--- src/rtl/lcd_fmt_pkg.sv ---
package lcd_fmt_pkg;
  localparam int PIX_W = 12;

  // depth code -> bits per pixel
  function automatic logic [3:0] depth_bits(input logic [2:0] code);
    case (code)
      3'd1:    return 4'd3;
      3'd2:    return 4'd4;
      3'd3:    return 4'd8;
      3'd4:    return 4'd12;
      default: return 4'd2;
    endcase
  endfunction

  // grey pixel left-aligned to 4 bits, copied to all three colours
  function automatic logic [PIX_W-1:0] grey_word(input logic [3:0] pix, input logic [3:0] nbits);
    logic [3:0] g;
    case (nbits)
      4'd2:    g = {pix[1:0], 2'b00};
      4'd3:    g = {pix[2:0], 1'b0};
      default: g = pix;
    endcase
    return {g, g, g};
  endfunction

  // direct 3-3-2 colour widened to 4-4-4
  function automatic logic [PIX_W-1:0] rgb332_word(input logic [7:0] p);
    return {p[7:5], p[7], p[4:2], p[4], p[1:0], p[1:0]};
  endfunction

  function automatic logic [3:0] lane_count(input logic tft, input logic wide);
    if (tft) return wide ? 4'd12 : 4'd8;
    return wide ? 4'd8 : 4'd4;
  endfunction

  function automatic logic [PIX_W-1:0] lane_pack(input logic [PIX_W-1:0] w, input logic [3:0] lanes);
    case (lanes)
      4'd4:    return {8'b0, w[11:8]};
      4'd8:    return {4'b0, w[11:9], w[7:5], w[3:2]};
      default: return w;
    endcase
  endfunction

  function automatic logic [PIX_W-1:0] lane_mask(input logic [3:0] lanes);
    case (lanes)
      4'd4:    return 12'h00F;
      4'd8:    return 12'h0FF;
      default: return 12'hFFF;
    endcase
  endfunction
endpackage

--- src/rtl/lcd_palette.sv ---
module lcd_palette #(
  parameter int ENTRIES = 256,
  parameter int COLOR_W = 12,
  localparam int AW = $clog2(ENTRIES)
) (
  input  logic               clk,
  input  logic               we,
  input  logic [AW-1:0]      waddr,
  input  logic [COLOR_W-1:0] wdata,
  input  logic [AW-1:0]      raddr,
  output logic [COLOR_W-1:0] rdata
);
  logic [COLOR_W-1:0] mem [ENTRIES];

  always_ff @(posedge clk) begin
    if (we) mem[waddr] <= wdata;
  end

  assign rdata = mem[raddr];
endmodule

--- src/rtl/lcd_bit_unpacker.sv ---
module lcd_bit_unpacker import lcd_fmt_pkg::*; #(
  parameter int WORD_W = 32,
  localparam int BUF_W = 2 * WORD_W,
  localparam int CNT_W = $clog2(BUF_W + 1)
) (
  input  logic              clk,
  input  logic              rst_n,
  input  logic [3:0]        nbits,
  input  logic              take,
  input  logic              fifo_empty,
  input  logic [WORD_W-1:0] fifo_data,
  output logic              fifo_pop,
  output logic [PIX_W-1:0]  pixel,
  output logic              pixel_ok
);
  logic [BUF_W-1:0] bits_q, bits_d, kept;
  logic [CNT_W-1:0] cnt_q, cnt_d, cnt_left;
  logic [CNT_W-1:0] need;

  assign need     = CNT_W'(nbits);
  assign pixel_ok = cnt_q >= need;
  // refill whenever less than one word is buffered
  assign fifo_pop = !fifo_empty && (cnt_q < CNT_W'(WORD_W));
  assign pixel    = bits_q[PIX_W-1:0] & ((PIX_W'(1) << nbits) - PIX_W'(1));

  always_comb begin
    kept     = take ? (bits_q >> nbits) : bits_q;
    cnt_left = take ? (cnt_q - need) : cnt_q;
    bits_d   = kept;
    cnt_d    = cnt_left;
    if (fifo_pop) begin
      bits_d = kept | ({{(BUF_W - WORD_W){1'b0}}, fifo_data} << cnt_left);
      cnt_d  = cnt_left + CNT_W'(WORD_W);
    end
  end

  always_ff @(posedge clk or negedge rst_n) begin
    if (!rst_n) begin
      bits_q <= '0;
      cnt_q  <= '0;
    end else begin
      bits_q <= bits_d;
      cnt_q  <= cnt_d;
    end
  end

  assert_no_overflow_R2: assert property (@(posedge clk) disable iff (!rst_n)
    cnt_q < CNT_W'(BUF_W));
  assert_take_ready_R11: assert property (@(posedge clk) disable iff (!rst_n)
    take |-> pixel_ok);
  assert_pop_refills_R11: assert property (@(posedge clk) disable iff (!rst_n)
    fifo_pop |=> pixel_ok);
endmodule

--- src/rtl/lcd_pixel_map.sv ---
module lcd_pixel_map import lcd_fmt_pkg::*; #(
  parameter int PAL_AW = 8
) (
  input  logic [PIX_W-1:0]  pixel,
  input  logic [3:0]        nbits,
  input  logic              tft,
  input  logic              wide,
  input  logic              invert,
  input  logic [PIX_W-1:0]  pal_color,
  output logic [PAL_AW-1:0] pal_index,
  output logic [PIX_W-1:0]  bus_val
);
  logic [PIX_W-1:0] color;
  logic [3:0]       lanes;

  assign pal_index = pixel[PAL_AW-1:0];
  assign lanes     = lane_count(tft, wide);

  always_comb begin
    if (nbits == 4'd12)     color = pixel;
    else if (nbits == 4'd8) color = tft ? rgb332_word(pixel[7:0]) : pal_color;
    else                    color = grey_word(pixel[3:0], nbits);
  end

  // inversion follows the colour mapping
  assign bus_val = lane_pack(color, lanes) ^ (invert ? lane_mask(lanes) : '0);
endmodule

--- src/rtl/lcd_panel_timing.sv ---
module lcd_panel_timing import lcd_fmt_pkg::*; #(
  parameter int COL_W = 10,
  parameter int ROW_W = 10
) (
  input  logic             clk,
  input  logic             rst_n,
  input  logic [COL_W-1:0] cfg_cols,
  input  logic [ROW_W-1:0] cfg_rows,
  input  logic             pixel_ok,
  input  logic [PIX_W-1:0] bus_val,
  output logic             take,
  output logic             inv_phase,
  output logic [PIX_W-1:0] lcd_data,
  output logic             lcd_shift_clk,
  output logic             lcd_line,
  output logic             lcd_frame
);
  logic             phase_q, line_pend_q;
  logic [COL_W-1:0] col_q;
  logic [ROW_W-1:0] row_q;

  // named events
  logic slot_line, slot_pixel, col_last, row_last;
  assign slot_line  = !phase_q && line_pend_q;
  assign slot_pixel = !phase_q && !line_pend_q && pixel_ok;
  assign col_last   = (col_q == cfg_cols - COL_W'(1));
  assign row_last   = (row_q == cfg_rows - ROW_W'(1));
  assign take       = slot_pixel;

  always_ff @(posedge clk or negedge rst_n) begin
    if (!rst_n) begin
      phase_q       <= 1'b0;
      line_pend_q   <= 1'b0;
      col_q         <= '0;
      row_q         <= '0;
      inv_phase     <= 1'b0;
      lcd_data      <= '0;
      lcd_shift_clk <= 1'b0;
      lcd_line      <= 1'b0;
      lcd_frame     <= 1'b0;
    end else if (phase_q) begin
      lcd_shift_clk <= 1'b1;
      phase_q       <= 1'b0;
    end else begin
      lcd_shift_clk <= 1'b0;
      if (slot_line) begin
        lcd_data    <= '0;
        lcd_line    <= 1'b1;
        lcd_frame   <= (row_q == '0);
        line_pend_q <= 1'b0;
        phase_q     <= 1'b1;
        if (row_last) begin
          row_q     <= '0;
          inv_phase <= ~inv_phase;
        end else begin
          row_q <= row_q + ROW_W'(1);
        end
      end else if (slot_pixel) begin
        lcd_data  <= bus_val;
        lcd_line  <= 1'b0;
        lcd_frame <= 1'b0;
        phase_q   <= 1'b1;
        if (col_last) begin
          col_q       <= '0;
          line_pend_q <= 1'b1;
        end else begin
          col_q <= col_q + COL_W'(1);
        end
      end else begin
        lcd_line  <= 1'b0;
        lcd_frame <= 1'b0;
      end
    end
  end

  assert_sclk_single_R8: assert property (@(posedge clk) disable iff (!rst_n)
    lcd_shift_clk |=> !lcd_shift_clk);
  assert_data_setup_R8: assert property (@(posedge clk) disable iff (!rst_n)
    $rose(lcd_shift_clk) |-> ($stable(lcd_data) && $stable(lcd_line)));
  assert_frame_in_line_R9: assert property (@(posedge clk) disable iff (!rst_n)
    lcd_frame |-> lcd_line);
  assert_line_period_R9: assert property (@(posedge clk) disable iff (!rst_n)
    $rose(lcd_line) |=> (lcd_line && lcd_shift_clk));
endmodule

--- src/rtl/lcd_pixel_formatter.sv ---
module lcd_pixel_formatter import lcd_fmt_pkg::*; #(
  parameter int WORD_W      = 32,
  parameter int COL_W       = 10,
  parameter int ROW_W       = 10,
  parameter int PAL_ENTRIES = 256,
  localparam int PAL_AW     = $clog2(PAL_ENTRIES)
) (
  input  logic              clk,
  input  logic              rst_n,
  input  logic              cfg_tft,
  input  logic              cfg_wide,
  input  logic [2:0]        cfg_depth,
  input  logic              cfg_invert_en,
  input  logic [COL_W-1:0]  cfg_cols,
  input  logic [ROW_W-1:0]  cfg_rows,
  input  logic              fifo_empty,
  input  logic [WORD_W-1:0] fifo_data,
  output logic              fifo_pop,
  input  logic              pal_we,
  input  logic [PAL_AW-1:0] pal_addr,
  input  logic [PIX_W-1:0]  pal_wdata,
  output logic [PIX_W-1:0]  lcd_data,
  output logic              lcd_shift_clk,
  output logic              lcd_line,
  output logic              lcd_frame
);
  logic [3:0]        nbits;
  logic              take, pixel_ok, inv_phase;
  logic [PIX_W-1:0]  pixel, bus_val, pal_color;
  logic [PAL_AW-1:0] pal_index;

  assign nbits = depth_bits(cfg_depth);

  lcd_bit_unpacker #(.WORD_W(WORD_W)) u_unpack (
    .clk(clk), .rst_n(rst_n), .nbits(nbits), .take(take),
    .fifo_empty(fifo_empty), .fifo_data(fifo_data), .fifo_pop(fifo_pop),
    .pixel(pixel), .pixel_ok(pixel_ok)
  );

  lcd_palette #(.ENTRIES(PAL_ENTRIES), .COLOR_W(PIX_W)) u_pal (
    .clk(clk), .we(pal_we), .waddr(pal_addr), .wdata(pal_wdata),
    .raddr(pal_index), .rdata(pal_color)
  );

  lcd_pixel_map #(.PAL_AW(PAL_AW)) u_map (
    .pixel(pixel), .nbits(nbits), .tft(cfg_tft), .wide(cfg_wide),
    .invert(cfg_invert_en && inv_phase), .pal_color(pal_color),
    .pal_index(pal_index), .bus_val(bus_val)
  );

  lcd_panel_timing #(.COL_W(COL_W), .ROW_W(ROW_W)) u_timing (
    .clk(clk), .rst_n(rst_n), .cfg_cols(cfg_cols), .cfg_rows(cfg_rows),
    .pixel_ok(pixel_ok), .bus_val(bus_val), .take(take), .inv_phase(inv_phase),
    .lcd_data(lcd_data), .lcd_shift_clk(lcd_shift_clk),
    .lcd_line(lcd_line), .lcd_frame(lcd_frame)
  );
endmodule

--- config.mk ---
export PLATFORM = sky130hd
export DESIGN_NAME = lcd_pixel_formatter
export DESIGN_NICKNAME = d
export VERILOG_FILES = /design/src/rtl/lcd_fmt_pkg.sv /design/src/rtl/lcd_palette.sv /design/src/rtl/lcd_bit_unpacker.sv /design/src/rtl/lcd_pixel_map.sv /design/src/rtl/lcd_panel_timing.sv /design/src/rtl/lcd_pixel_formatter.sv
export SDC_FILE = /design/constraint.sdc
export NUM_CORES = 2
export LEC_CHECK = 0
export BUFFER_PORTS_ARGS = -buffer_cell sky130_fd_sc_hd__buf_2
export CAP_MARGIN = 30
export CORE_ASPECT_RATIO = 1.5
export CORE_MARGIN = 2
export CORE_UTILIZATION = 40
export DETAILED_ROUTE_END_ITERATION = 7
export HOLD_SLACK_MARGIN = 0.1
export PLACE_DENSITY_LB_ADDON = 0.2
export SLEW_MARGIN = 15
export SYNTH_ARGS = -nofsm -noshare
export SYNTH_HDL_FRONTEND = slang
export SYNTH_SLANG_ARGS = --single-unit
--- constraint.sdc ---
create_clock -name clk -period 7.6 [get_ports clk]
set_input_delay 1.14 -clock clk [delete_from_list [all_inputs] [get_ports clk]]
set_output_delay 1.14 -clock clk [all_outputs]
set_load 0.005 [all_outputs]
* Word level (Yosys, flattened, before mapping)
Memories as Yosys holds them, arrays and structs flattened.
Index checks and enable logic that the tools add are counted.
** Storage, ports and cells
- Bits in registers :: 109
- Latch bits :: 0
- RAM bits :: 3072
- Bits in read-only memories :: 0
- Bits of input ports :: 82
- Output and inout bits :: 16
- Logic and storage cells :: 90
- Memories kept :: 1
** Memories
- u_pal.mem :: depth 256, width 12, read ports 1, clocked after memory_dff 0, wr ports 1, RTL line lcd_palette.sv:13 : logic [COLOR_W-1:0] mem [ENTRIES];
** Cells by class
- Add/sub/neg operators :: 7
- Multipliers :: 0
- Div/mod/pow operators :: 0
- $lt $le $gt $ge :: 2
- Equal/unequal tests :: 12
- Shifts and indexed selects :: 3
- Multiplexer cells :: 32
- Bitwise operators :: 6
- Reduce and logical (&&, ||, !) cells :: 16
** Operators with widths (number)
- 2-to-1 mux 64 bit :: 2
- 2-to-1 mux 12 bit :: 6
- OR 64 bit :: 1
- << shifter 32 x 7 -> 64 bit :: 1
- right shift 64 x 4 -> 64 bit :: 1
- one-hot mux 12 bit (2 select lines) :: 2
- adder 10 x 1 -> 10 bit, second input constant :: 2
- equality test 10 bit :: 2
- 2-to-1 mux 10 bit :: 2
- subtractor 10 x 1 -> 10 bit, second input constant :: 2
- one-hot mux 4 bit (4 select lines) :: 1
- 2-to-1 mux 7 bit :: 2
- bitwise AND 12 bit :: 1
- equality test 4 bit, second input constant :: 3
- 2-to-1 mux 1 bit :: 12
- 2-to-1 mux 4 bit :: 3
- << shifter 1 x 4 -> 12 bit, first input constant :: 1
- subtractor 12 x 1 -> 12 bit, second input constant :: 1
- XOR 12 bit :: 1
- zero test 10 bit :: 1
- AND reduction 3 bit :: 3
- equality test 4 x 2 -> 1 bit, second input constant :: 2
- one-hot mux 4 bit (2 select lines) :: 1
- adder 7 x 6 -> 7 bit, second input constant :: 1
- 13 further kinds :: 24

* Longest topological paths before layout
An unclocked memory read counts as a cell.
- Word-level depth :: 13
- Mapped depth :: 21
- Depth with buffers taken out :: 17

* Hierarchy
From an unflattened synthesis, not the netlist that was laid out.
** Second synthesis, totals
- Cells, all modules :: 7029
- Area total of the unflattened synthesis :: 131145.8 µm²
** Modules (own cells, without submodules)
- lcd_palette :: instances 1, cells an instance 5494, area each 118392.3 µm², seq. area each 92248.5 µm²
- lcd_bit_unpacker :: instances 1, cells an instance 1137, area each 9332.7 µm², seq. area each 1776.7 µm²
- lcd_panel_timing :: instances 1, cells an instance 253, area each 2326.0 µm², seq. area each 950.9 µm²
- lcd_pixel_map :: instances 1, cells an instance 136, area each 1031.0 µm², seq. area each 0.0 µm²
- lcd_pixel_formatter :: instances 1, cells an instance 9, area each 63.8 µm², seq. area each 0.0 µm²

* Worst setup path after synthesis
OpenSTA, ideal clock, no wires.
- Kind :: input to register
- Start :: input port cfg_depth[0]
- End :: register u_unpack.bits_q[17]
- Setup time :: 0.126 ns
- Data arrival time :: 5.626 ns
- Data required time :: 7.474 ns
- Setup slack :: 1.848 ns
- Stages on the path :: 20
- Path buffers :: 6
- Path through :: buf_4 -> buf_1 -> clkbuf_1 -> a21oi_1 -> inv_2 -> buf_1 -> ha_1 -> o21ai_1 -> a21boi_1 -> o31ai_4 -> mux2_1 -> buf_4 -> inv_2 -> buf_2 -> mux2i_1 -> mux2i_1 -> mux2i_1 -> mux2i_1 -> a2bb2o_1 -> a221o_1
** On the way
- Longest elaborated chain between the ends :: 8
** Ends and longest elaborated chain
- from (decl) :: RTL line lcd_pixel_formatter.sv:12 : input logic [2:0] cfg_depth,
- equality test 3 bit (tied with other cells) :: RTL line lcd_fmt_pkg.sv:6 : case (code)
- one-hot mux 4 bit (4 select lines) (*) :: RTL line lcd_fmt_pkg.sv:6
- greater-or-equal comparator 7 x 4 -> 1 bit :: RTL line lcd_bit_unpacker.sv:21 : assign pixel_ok = cnt_q >= need;
- logical AND 1 bit :: RTL line lcd_panel_timing.sv:25 : assign slot_pixel = !phase_q && !line_pend_q && pixel_ok;
- 2-to-1 mux 7 bit :: RTL line lcd_bit_unpacker.sv:28 : cnt_left = take ? (cnt_q - need) : cnt_q;
- << shifter 32 x 7 -> 64 bit :: RTL line lcd_bit_unpacker.sv:32 : bits_d = kept | ({{(BUF_W - WORD_W){1'b0}}, fifo_data} << cnt_left);
- OR 64 bit :: RTL line lcd_bit_unpacker.sv:32
- 2-to-1 mux 64 bit (*) :: RTL line lcd_bit_unpacker.sv:31 : if (fifo_pop) begin
- via u_unpack.bits_d[17] :: RTL line lcd_bit_unpacker.sv:16 : logic [BUF_W-1:0] bits_q, bits_d, kept;
- to (signal assigned) :: RTL line lcd_bit_unpacker.sv:42 : bits_q <= bits_d;
- to (decl) :: RTL line lcd_bit_unpacker.sv:16
Mark *: on every way through the listed nets, which the timed path passes. The rest lies on a longest branch.
A chain may end at the register's enable or synchronous reset.

* Worst setup path after layout
- Start :: register u_unpack.bits_q[0]
- End :: register u_timing.lcd_data[0]
** On the way
- Longest elaborated chain between the ends :: 9
** Ends and longest elaborated chain
- bitwise AND 12 bit (*) :: RTL line lcd_bit_unpacker.sv:24 : assign pixel = bits_q[PIX_W-1:0] & ((PIX_W'(1) << nbits) - PIX_W'(1));
- memory read (256 x 12 bit)
- 2-to-1 mux 12 bit (2 in a row) :: RTL line lcd_pixel_map.sv:21 : else if (nbits == 4'd8) color = tft ? rgb332_word(pixel[7:0]) : pal_color;
- 2-to-1 mux 12 bit (*) :: RTL line lcd_pixel_map.sv:20 : if (nbits == 4'd12) color = pixel;
- one-hot mux 12 bit (2 select lines) (*) :: RTL line lcd_fmt_pkg.sv:37 : case (lanes)
- XOR 12 bit (*) :: RTL line lcd_pixel_map.sv:26 : assign bus_val = lane_pack(color, lanes) ^ (invert ? lane_mask(lanes) : '0);
- 2-to-1 mux 12 bit (*) :: RTL line lcd_panel_timing.sv:58 : end else if (slot_pixel) begin
- 2-to-1 mux 12 bit (*) :: RTL line lcd_panel_timing.sv:46 : if (slot_line) begin
- to (signal assigned) :: RTL line lcd_panel_timing.sv:59 : lcd_data <= bus_val;
- to (decl) :: RTL line lcd_panel_timing.sv:13 : output logic [PIX_W-1:0] lcd_data,
Every way passes the cells marked *; elsewhere a longest branch is shown, timed or not. The select of a mux whose other input is x is not followed.

==> reports/results.ini <==
[run_status]
status=complete, no violations

[placed_design]
portBuffers=97
hpwl_um=326000
post-place-ws_ps=975
gp_congestion=0.959

[yosys]
avgSynthCellArea_um2=16.6
syn_area_mm2=0.131
synth_edf_count=3072
ys_seq_area_frac=0.724
yosysWarnings=0
synthArstFlopShare=0.0343
ys_types=103
synthFlopType=edfxtp_1
postSynthCellCount=7897
ys_ff_latch=3181

[pwr]
power.leakage_nw=47.6
p_per_area_mw_per_mm2=336
ir_drop_uv=277

[route]
drt_first_pass_iters=8
drc=0
wl_per_cell_um=39.1
viasPerCell=6.38
via_count=81700
first_iter_violations=11500
ant_nets=0
wl_um=501000

[setup_path]
worstRegToRegCells=13
critPathSlowestCell=dfrtp_4
timing.rr.start=u_unpack.bits_q[0]
crit_path_end_kind=register
crit_path_frequent_cell=buf_4
crit_type=reg -> reg
r2r_end=u_timing.lcd_data[0]
worstPathCellList=clkinv_2 -> buf_4 -> nor2_4 -> buf_4 -> a32o_1 -> o311ai_0 -> nor4_1 -> buf_4 -> nor4_1 -> o32ai_1 -> nor2_1 -> mux2i_1 -> nand2_1
r2r_slack_ps=1320
cp_max_fo=22
cp.required_ps=8410
cp-start-kind=register
max_stage_delay_ps=860
arrival_ps=7090

[cts]
hold_buffers=0
cts-root-buf=clkbuf_16
postCtsResizedCells=0
cts_tree=yes
h-tree-depth=5
cts_setup_buffers=0
clk_pin_slew_ps=60
cts_buffer_depth=4
cts_made_buffers=306
clkLatencyLatePin_ps=930
cts_num_sinks=3181

[floorplan]
core_mm2=0.326
rows=257
die-area_mm2=0.333
fp.dieW_um=472
start_util=0.402
die_h_um=705
io_pins=98

[hold_path]
hold_path.class=in -> async

[sta]
worst_pin_slew_ps=1410
slew_headroom=0.0627
post-route-period-util=0.826
grt_setup_unrepaired=false
slew_violations=0
final.min_clock_period_ps=6280
max_freq_ghz=0.159
finalHoldViolCount=0
finalSetupTns_ps=0
clock-skew-final_ps=91.7
setup_viol=0
whs_ps=311
setup_slack_ps=1320

[layout]
nNetsFinal=8380
nFillCells=28100
layout-area-overhead-vs-synth_pct=13.5
drive_above_1_share=0.204
final_common_cell=edfxtp_1
final_cell_mix=edfxtp_1 (3,072), nor2_1 (571), nand2_1 (555), mux4_2 (546), buf_4 (436)

[global_routing]
top_usage_layer=met2
antenna_found_initial=40
gr-usage-met1=0.345
met3_usage=0.0519
use_met2=0.484
grt_util_all_layers=0.295
grt_pass1_wl_um=678000
grt_overflow_total=0
grt_max_degree=183
grt_pass1_vias=79900

[flow_run]
maxCapViolCount=0

## per-stage QoR
stage          power, mW  instance area, um2  std cells   util
6_report            50.0              149000      12800  0.456
5_1_grt             51.1              149000      12800  0.456
4_1_cts             49.9              149000      12800  0.455
3_5_place_dp        35.3              139000      12200  0.427
3_3_place_gp        35.2              139000      12200  0.426
2_1_floorplan       28.4              131000       7898      -
## critical path: cells and delay by family (launching register included)
family	cells	cell delay, ps
DFF	1	860
muxes	1	150
AOI/OAI and AO/OA	3	1180
and+or+nand+nor	5	1730
buffers and inverters	4	2090
## Yosys cell counts, drive strengths merged (10+ instances only)
| cell | number | area [um2] |
|---|---|---|
| edfxtp | 3072 | 92200 |
| nor2 | 654 | 2480 |
| nand2 | 564 | 2120 |
| mux4 | 546 | 12300 |
| o21ai | 415 | 2080 |
| mux2i | 342 | 3420 |
| nand3 | 319 | 1600 |
| buf | 295 | 1700 |
| clkbuf | 234 | 878 |
| nor3 | 155 | 776 |
| a21oi | 152 | 761 |
| dfrtp | 109 | 2730 |
| o22ai | 84 | 526 |
| a22oi | 74 | 556 |
| a31oi | 70 | 438 |
| a221oi | 63 | 552 |
| a211oi | 61 | 463 |
| and3 | 56 | 350 |
| o211ai | 45 | 338 |
| a221o | 43 | 430 |
| nand4 | 38 | 238 |
| o221ai | 37 | 324 |
| inv | 31 | 116 |
| nor4 | 26 | 163 |
| xnor2 | 26 | 243 |
| xor2 | 26 | 235 |
| mux2 | 25 | 282 |
| nand2b | 22 | 138 |
| o2111ai | 21 | 184 |
| a32oi | 19 | 166 |
| nor2b | 19 | 119 |
| o31ai | 18 | 154 |
| a22o | 15 | 131 |
| a21o | 13 | 97.6 |
| a311oi | 13 | 114 |
| a211o | 12 | 105 |
| a2bb2oi | 12 | 105 |
| ha | 12 | 150 |
| o311ai | 10 | 87.6 |
## registers in the layout (all words and copies together) (netlist names), 7 cells and up
name / flops
u_timing.row_q: 10
u_unpack.cnt_q: 7
u_pal.mem: 3072
u_timing.lcd_data: 12
u_unpack.bits_q: 64
u_timing.col_q: 10
## metal layers
metal | vias to the layer above | wire [um]
met2 | 4850 | 241000
met4 | 18 | 47700
met1 | 43100 | 171000
li1 | 32400 | -
met5 | - | 127
met3 | 1315 | 40800
## logic make-up after synthesis
family | count (synthesis) | synth area share
flops | 3181 | 0.724
compound gates | 1263 | 0.0640
fa+ha+maj | 13 | 0.00130
mux | 913 | 0.122
xor+xnor | 52 | 0.00364
simple gates | 1913 | 0.0644
buf+inv | 561 | 0.0206
other cells | 1 | 0.0000286
## power breakdown
group	switching, mW	internal, mW
registers	0.657	19.5
logic	10.1	4.90
clock network	6.75	8.07
total	17.5	32.5
## worst max-delay path by stage
| stage | start | endpoint | cells after the start |
|---|---|---|---|
| after floorplan | cfg_depth[0] | u_unpack.bits_q[17] | 20 |
| after global placement | cfg_depth[0] | u_timing.lcd_data[3] | 14 |
| after detailed placement | cfg_depth[0] | u_timing.lcd_data[3] | 17 |
| after CTS | u_unpack.bits_q[0] | u_timing.lcd_data[0] | 13 |
| after global routing | u_unpack.bits_q[0] | u_timing.lcd_data[0] | 13 |
| final | u_unpack.bits_q[0] | u_timing.lcd_data[0] | 13 |
## layout make-up
cell class | instances | area, um2 | share of cell area
Inverter | 32 | 121 | 0.000815
Sequential cell | 3181 | 95000 | 0.638
Clock inverter | 148 | 1160 | 0.00777
Antenna cell | 17 | 42.5 | 0.000286
Multi-Input combinational cell | 4156 | 34000 | 0.228
Clock buffer | 384 | 8120 | 0.0546
Tap cell | 4273 | 5350 | 0.0359
Timing Repair Buffer | 608 | 5120 | 0.0344
(Power assumes the default switching activity.)
